--- src/rtl/pla_pkg.sv ---
package pla_pkg;
  typedef enum logic [1:0] {
    LIT_NONE = 2'b00,
    LIT_TRUE = 2'b01,
    LIT_COMP = 2'b10,
    LIT_KILL = 2'b11
  } lit_code_e;

  function automatic logic lit_eval(lit_code_e code, logic x);
    case (code)
      LIT_NONE: return 1'b1;
      LIT_TRUE: return x;
      LIT_COMP: return ~x;
      default:  return 1'b0;
    endcase
  endfunction
endpackage

--- src/rtl/pla_cfg_store.sv ---
module pla_cfg_store #(
  parameter int N_IN   = 3,
  parameter int N_TERM = 5,
  parameter int N_OUT  = 4,
  parameter int TIDX_W = 3
) (
  input  logic                      clk_i,
  input  logic                      rst_ni,
  input  logic                      cfg_we_i,
  input  logic [TIDX_W-1:0]         cfg_term_i,
  input  logic [2*N_IN-1:0]         cfg_and_i,
  input  logic [N_OUT-1:0]          cfg_or_i,
  output logic [N_TERM*2*N_IN-1:0]  and_flat_o,
  output logic [N_TERM*N_OUT-1:0]   or_flat_o
);
  localparam int AW = 2 * N_IN;

  for (genvar t = 0; t < N_TERM; t++) begin : g_row
    logic          row_we;
    logic [AW-1:0] and_q;
    logic [N_OUT-1:0] or_q;

    // indices at or above N_TERM match no row
    assign row_we = cfg_we_i && (cfg_term_i == TIDX_W'(t));

    always_ff @(posedge clk_i or negedge rst_ni) begin
      if (!rst_ni) begin
        and_q <= '1;   // kill code on every input
        or_q  <= '0;
      end else if (row_we) begin
        and_q <= cfg_and_i;
        or_q  <= cfg_or_i;
      end
    end

    assign and_flat_o[t*AW +: AW]      = and_q;
    assign or_flat_o[t*N_OUT +: N_OUT] = or_q;
  end
endmodule

--- src/rtl/pla_and_plane.sv ---
module pla_and_plane
  import pla_pkg::*;
#(
  parameter int N_IN   = 3,
  parameter int N_TERM = 5
) (
  input  logic [N_TERM*2*N_IN-1:0] and_flat_i,
  input  logic [N_IN-1:0]          in_i,
  output logic [N_TERM-1:0]        prod_o
);
  localparam int AW = 2 * N_IN;

  for (genvar t = 0; t < N_TERM; t++) begin : g_term
    logic hit;
    always_comb begin
      hit = 1'b1;
      for (int k = 0; k < N_IN; k++) begin
        hit = hit & lit_eval(lit_code_e'(and_flat_i[t*AW + 2*k +: 2]), in_i[k]);
      end
    end
    assign prod_o[t] = hit;
  end
endmodule

--- src/rtl/pla_or_plane.sv ---
module pla_or_plane #(
  parameter int N_TERM = 5,
  parameter int N_OUT  = 4
) (
  input  logic [N_TERM*N_OUT-1:0] or_flat_i,
  input  logic [N_TERM-1:0]       prod_i,
  output logic [N_OUT-1:0]        out_o
);
  for (genvar j = 0; j < N_OUT; j++) begin : g_out
    logic [N_TERM-1:0] col;
    for (genvar t = 0; t < N_TERM; t++) begin : g_bit
      assign col[t] = or_flat_i[t*N_OUT + j];
    end
    assign out_o[j] = |(col & prod_i);
  end
endmodule

--- src/rtl/pla_array.sv ---
module pla_array #(
  parameter  int N_IN   = 3,
  parameter  int N_TERM = 5,
  parameter  int N_OUT  = 4,
  localparam int TIDX_W = (N_TERM > 1) ? $clog2(N_TERM) : 1
) (
  input  logic              clk_i,
  input  logic              rst_ni,
  input  logic              cfg_we_i,
  input  logic [TIDX_W-1:0] cfg_term_i,
  input  logic [2*N_IN-1:0] cfg_and_i,
  input  logic [N_OUT-1:0]  cfg_or_i,
  input  logic [N_IN-1:0]   in_i,
  output logic [N_OUT-1:0]  out_o
);
  logic [N_TERM*2*N_IN-1:0] and_flat;
  logic [N_TERM*N_OUT-1:0]  or_flat;
  logic [N_TERM-1:0]        prod;

  pla_cfg_store #(
    .N_IN(N_IN), .N_TERM(N_TERM), .N_OUT(N_OUT), .TIDX_W(TIDX_W)
  ) u_store (
    .clk_i      (clk_i),
    .rst_ni     (rst_ni),
    .cfg_we_i   (cfg_we_i),
    .cfg_term_i (cfg_term_i),
    .cfg_and_i  (cfg_and_i),
    .cfg_or_i   (cfg_or_i),
    .and_flat_o (and_flat),
    .or_flat_o  (or_flat)
  );

  pla_and_plane #(.N_IN(N_IN), .N_TERM(N_TERM)) u_and (
    .and_flat_i (and_flat),
    .in_i       (in_i),
    .prod_o     (prod)
  );

  pla_or_plane #(.N_TERM(N_TERM), .N_OUT(N_OUT)) u_or (
    .or_flat_i (or_flat),
    .prod_i    (prod),
    .out_o     (out_o)
  );
endmodule

--- config.mk ---
export PLATFORM = sky130hd
export DESIGN_NAME = pla_array
export DESIGN_NICKNAME = d
export VERILOG_FILES = /design/src/rtl/pla_pkg.sv /design/src/rtl/pla_cfg_store.sv /design/src/rtl/pla_and_plane.sv /design/src/rtl/pla_or_plane.sv /design/src/rtl/pla_array.sv
export SDC_FILE = /design/constraint.sdc
export NUM_CORES = 1
export LEC_CHECK = 0
export ABC_AREA = 0
export BUFFER_PORTS_ARGS = -buffer_cell sky130_fd_sc_hd__buf_2
export CAP_MARGIN = 10
export CORE_MARGIN = 2
export CORE_UTILIZATION = 45
export CTS_BUF_LIST = sky130_fd_sc_hd__clkbuf_2 sky130_fd_sc_hd__clkbuf_4 sky130_fd_sc_hd__clkbuf_8
export DETAILED_ROUTE_END_ITERATION = 8
export GPL_TIMING_DRIVEN = 0
export PLACE_DENSITY = 0.71
export SETUP_SLACK_MARGIN = 0.15
export SLEW_MARGIN = 20
export SYNTH_ARGS = -nofsm -noshare
export SYNTH_HDL_FRONTEND = slang
export SYNTH_HIERARCHICAL = 1
export SYNTH_SLANG_ARGS = --single-unit
--- constraint.sdc ---
create_clock -name clk_i -period 2.4 [get_ports clk_i]
set_clock_uncertainty 0.2 [all_clocks]
set_input_delay 0.12 -clock clk_i [delete_from_list [all_inputs] [get_ports clk_i]]
set_output_delay 0.12 -clock clk_i [all_outputs]
set_load 0.05 [all_outputs]
==> metrics, run 1 <==
crit path launch type register; Largest stage delay, worst path 540 ps; crit path capture type output port; fmax 462 MHz; flop and latch count out of synthesis 50; Peak VDD IR 0.000354 V; Vias per Instance 5.28; CTS tree done; Root Driver clkbuf_8; gr ovfl total 0; reg2reg end u_store/g_row[1].or_q[0]; r2r setup slk 1430 ps; Reg-to-Reg Start u_store/g_row[1].or_q[0]; GRT Overall Usage 17.6%; Mapped Cells 150; total iterations of the first detailed-routing run 5; Hold Slack 186 ps; Post-Synthesis Cell Area 0.00230 sq mm; status finished clean; chip width 75.5 microns; wire per inst 17.2 microns; Net count, final 206; total CTS buffers 5; RSZ-0062 raised after global routing true; DIE HEIGHT 75.5 microns; max-cap violations 0; Max clock buf depth 2; syn_area_per_cell 15.3 sq um; worst-skew pair later-pin latency 290 ps; Tot Pwr 2.41 mW; fillers 439; Lkg Pwr 1.18 nW; fin. max-slew vios 0; n_diodes 0; global-route wire length before repair 7110 microns; setup TNS 0 ps; antenna violations before repair 0; Port Buffers 19; clock net sink count 50; pwr dens 882 mW/mm^2; CP delay by family, top flip-flops; Synthesized Nets 169; fin util 54.4%; # setup viols final 0; vias in the first global route 1438; Hold Path Class input port to asynchronous set/reset pin; DP Wirelength 3110 microns; Clk pin slew, worst setup/hold paths 80 ps; Least-Margin Pin Slew 620 ps; Final Cycle Share 90.3%; post-route antenna net violation count 0; Critical-path top delay cell dfstp_2; first-iteration detailed-routing DRC count 100; largest net degree at the start of global routing 51; IO Pins 23; register area share after synthesis 56.1%; critical-path cell list mux2i_1 > and3_1 > buf_4 > a222oi_1 > nand2_1 > buf_6; CP bufs+invs 2; # DRC 0; WP depth 6; Routability Congestion 0.706; crit path max fanout 4; Netlist cell types 15; H-tree Lvls 2; via count 1361; share of layout cells above drive strength 1 64.9%; core area 0.00501 sq mm; Cell Rows 26; Die Area 0.00569 sq mm; Ys Warns 6; Initial Utilization 45.9%; Tmin final 2170 ps; Final Hold Viols 0; required time worst endpoint 2080 ps; Area Overhead vs Synth 18.7%; WS Path Type register to output port; headroom to the max-slew limit 58.7%; Worst Path Arrival 1850 ps; Worst R2R Path Depth 1; final wirelength 4440 microns
## worst max-delay path by stage
stage,startpoint,to,slack [ps]
after floorplan,u_store/g_row[0].and_q[1],out_o[0],570
after global placement,u_store/g_row[3].and_q[1],out_o[2],510
after detailed placement,u_store/g_row[3].and_q[1],out_o[2],500
after CTS,u_store/g_row[3].and_q[1],out_o[2],160
after global routing,u_store/g_row[3].and_q[1],out_o[1],110
final,u_store/g_row[3].and_q[1],out_o[2],230
## sequential cells by signal (all words and copies together), names as in the netlist
| register | flops |
|---|---|
| u_store/g_row.and_q | 30 |
| u_store/g_row.or_q | 20 |
## timing repair
item	in CTS	in global routing
hold endpoints to repair	70	0
endpoints found under the setup margin	0	4
buffers inserted	0	0
hold buffers	11	0
resized for setup	0	12
## cells in the mapped netlist (all sizes together)
cell type / count / share of area, %
a222oi: 4 / 1.7
a22oi: 4 / 1.3
and3: 5 / 1.4
and4bb: 2 / 1.1
buf: 13 / 5.0
dfrtp: 20 / 22
dfstp: 30 / 34
mux2: 50 / 25
mux2i: 15 / 6.5
nand2: 4 / 0.65
nand4b: 1 / 0.38
nor4b: 1 / 0.65
nor4bb: 1 / 0.71
## per-layer routing
metal  part of all wire [%]  up-vias  GRT usage [%]
met5                      0        -              0
met4                   0.50        0           5.85
met3                    2.8        2           4.76
met2                     52       21           30.0
met1                     45      716           21.5
li1                       -      622              -
## layout make-up
cell class,instances,area [sq um],area share (%)
Sequential cell,50,1290,47.3
Multi-Input combinational cell,87,895,32.8
Timing Repair Buffer,30,233,8.54
Buffer,13,114,4.18
Tap cell,70,87.6,3.21
Clock buffer,5,68.8,2.52
Clock inverter,3,40.0,1.47
## per-stage QoR
step | cells | cell area, sq um | setup slack, ps
after floorplan | 150 | 2300 | 575
after global routing | 258 | 2730 | 108
after detailed placement | 239 | 2480 | 502
final | 258 | 2730 | 233
after CTS | 258 | 2700 | 163
after global placement | 239 | 2480 | 509
## kinds of logic (layout without fill, tap and decap cells)
| logic type | count (synthesis) | count (layout) | share of synthesized area (%) |
|---|---|---|---|
| compound gates | 8 | 8 | 3.05 |
| mux | 65 | 65 | 31.0 |
| flops | 50 | 50 | 56.1 |
| buf+inv | 13 | 51 | 4.96 |
| simple gates | 14 | 14 | 4.85 |
## power breakdown
| group | switching, mW | internal, mW | total (mW) |
|---|---|---|---|
| Clock | 0.257 | 0.307 | 0.563 |
| Sequential | 0.0961 | 1.11 | 1.20 |
| Combinational | 0.314 | 0.324 | 0.638 |
| Total | 0.667 | 1.74 | 2.41 |
## cell usage in the layout, fill, tap and decap left out, drive strengths merged, types with 2 or more instances in the layout
cell type | netlist | final
a222oi | 4 | 4
a22oi | 4 | 4
and3 | 5 | 5
and4bb | 2 | 2
buf | 13 | 32
clkbuf | 0 | 5
clkinv | 0 | 2
dfrtp | 20 | 20
dfstp | 30 | 30
dlygate4sd3 | 0 | 11
mux2 | 50 | 50
mux2i | 15 | 15
nand2 | 4 | 4
Note: power is estimated with default switching activity, not from simulation.
==> inputs of run 2 (changes only) <==
- clock period: 2.4 -> 2.8 ns (I/O delays scaled with it)
==> run 2 against run 1 <==
  * Flip-flop and latch count unchanged
  * Via count decreased by 0.29%
  * Register-to-register slack improved by 390 ps
  * Utilization decreased by 0.50 points
  * Non-clock buffer count unchanged
  * Largest cell class unchanged
==> metrics, run 2 (synthesis results as in run 1) <==
wire per inst 17.1 microns (-0.54%); Tot Pwr 2.02 mW (-16%); Port Buffers 19 (unchanged); WS Path Type register to output port; chip width 75.5 microns (unchanged); headroom to the max-slew limit 59.9% (+1.2 points); worst-skew pair later-pin latency 300 ps (about the same); Final Hold Viols 0 (unchanged); DR WL met3 161 microns (+29%); global-route wire length before repair 7110 microns (unchanged); Clk pin slew, worst setup/hold paths 80 ps (about the same); Top Registers u_store/g_row.and_q: 30 flops, u_store/g_row.or_q: 20 flops; crit path launch type register; core area 0.00501 sq mm (unchanged); n_diodes 0 (unchanged); Root Driver clkbuf_8; Initial Utilization 45.9% (unchanged); Net count, final 206 (unchanged); DP Wirelength 3110 microns (unchanged); Least-Margin Pin Slew 601 ps (-18.3 ps); fin util 53.9% (-0.50 points); internal power 1.46 mW (-16%); required time worst endpoint 2460 ps (+380 ps); total CTS buffers 5 (unchanged); Lkg Pwr 1.17 nW (-0.61%); Hold Slack 205 ps (+19.2 ps); top layer in use met4; RSZ-0062 raised after global routing false; Reg with most FFs u_store/g_row.and_q; fillers 444 (+1.1%); met2 wire length 2300 microns (-0.78%); max-cap violations 0 (unchanged); most frequent cells in the layout mux2_2 (50), dfstp_2 (30), dfrtp_1 (20); Tmin final 2250 ps; crit path max fanout 4 (unchanged); Routability Congestion 0.706 (unchanged); Post-Route M1 WL 1940 microns (-2.2%); fin. max-slew vios 0 (unchanged); post-route antenna net violation count 0 (unchanged); final wirelength 4420 microns (-0.54%); via count 1357 (-0.29%); Net Sw Frac 27.9% (+0.21 points); Max clock buf depth 2 (unchanged); Area Overhead vs Synth 17.6%; Cell Rows 26 (unchanged); crit path capture type output port; clock net sink count 50 (unchanged); # DRC 0 (unchanged); CTS tree done; H-tree Lvls 2 (unchanged); first-iteration detailed-routing DRC count 70 (-30%); postcts setup bufs 0 (unchanged); DIE HEIGHT 75.5 microns (unchanged); fmax 444 MHz; vias in the first global route 1438 (unchanged); antenna violations before repair 0 (unchanged); GRT Overall Usage 17.6% (unchanged); Largest register FFs 30 (unchanged); IO Pins 23 (unchanged); Gate power share 25.1% (-1.4 points); # setup viols final 0 (unchanged); Hold Path Class input port to asynchronous set/reset pin; commonest non-fill, non-tap cell in the layout mux2_2; Sw Pwr 0.565 mW (-15%); post-CTS sizing 0 (unchanged); Die Area 0.00569 sq mm (unchanged); Final Cycle Share 80.4%; total iterations of the first detailed-routing run 4 (-1); largest net degree at the start of global routing 51 (unchanged); Seq pwr share 51.0% (+0.9 points); Vias per Instance 5.26 (-0.29%); share of layout cells above drive strength 1 64.9% (unchanged); setup TNS 0 ps (unchanged); pwr dens 749 mW/mm^2 (-15%); gr ovfl total 0 (unchanged); Worst Path Arrival 1910 ps (+60 ps); Peak VDD IR 0.000304 V (-14%); status finished clean; clock network fraction of total power 23.9% (+0.5 points)
-- run 2: cell types whose count changed in the layout (fill, tap and decap cells not counted) --
cell and change:
buf_2 +4, buf_6 -4
-- run 2: area by class of cell --
| type | count | area, sq um | share of cell area, % |
|---|---|---|---|
| plain buffers | 13 | 114 | 4.21 |
| repair buffers | 30 | 208 | 7.69 |
| clock buffers | 5 | 68.8 | 2.55 |
| clock inverters | 3 | 40.0 | 1.48 |
| flip-flops and latches | 50 | 1290 | 47.7 |
| multi-input cells | 87 | 895 | 33.1 |
| well taps | 70 | 87.6 | 3.24 |
-- run 2: repair_timing --
action	4_1_cts	5_1_grt
hold buffers	11	0
hold endpoints to repair	70	0
endpoints found under the setup margin	0	0
-- run 2: final timing paths --
check	start	endpoint	slack, ps	depth (start not counted)
worst max-delay path	u_store/g_row[3].and_q[1]	out_o[1]	550	6
worst min-delay path	rst_ni	u_store/g_row[4].or_q[1]	210	2
worst max register to register	u_store/g_row[1].or_q[0]	u_store/g_row[1].or_q[0]	1820	1
worst min register to register	u_store/g_row[2].or_q[3]	u_store/g_row[2].or_q[3]	320	1
max in group asynchronous	rst_ni	u_store/g_row[2].or_q[2]	1800	2
min in group clk_i	cfg_term_i[2]	u_store/g_row[0].and_q[5]	250	4
-- run 2: metal layers --
metal	vias up	GRT usage, %
met5	-	0
met4	0	5.85
met3	2	4.76
met2	25	30.0
met1	710	21.5
li1	620	-
-- run 2: critical path, cell delays in order, from the launching register on --
cell and delay (ps):
dfstp_2 540, mux2i_1 80, and3_1 210, buf_4 150, a222oi_1 340, nand2_1 80, buf_2 220
-- run 2: power by group through the flow --
stage / clock network, mW / registers, mW / logic [mW]
2_1_floorplan: 0 / 1.01 / 0.381
3_3_place_gp: 0 / 1.03 / 0.479
3_5_place_dp: 0 / 1.05 / 0.498
4_1_cts: 0.499 / 1.03 / 0.511
5_1_grt: 0.531 / 1.05 / 0.545
6_report: 0.483 / 1.03 / 0.508
-- run 2: through the flow --
| stage | cells | area [sq um] | worst slack (ps) |
|---|---|---|---|
| CTS | 258 | 2700 | 543 |
| floorplan | 150 | 2300 | 955 |
| detailed placement | 239 | 2480 | 882 |
| finish | 258 | 2700 | 548 |
| global placement | 239 | 2480 | 889 |
| global route | 258 | 2700 | 442 |
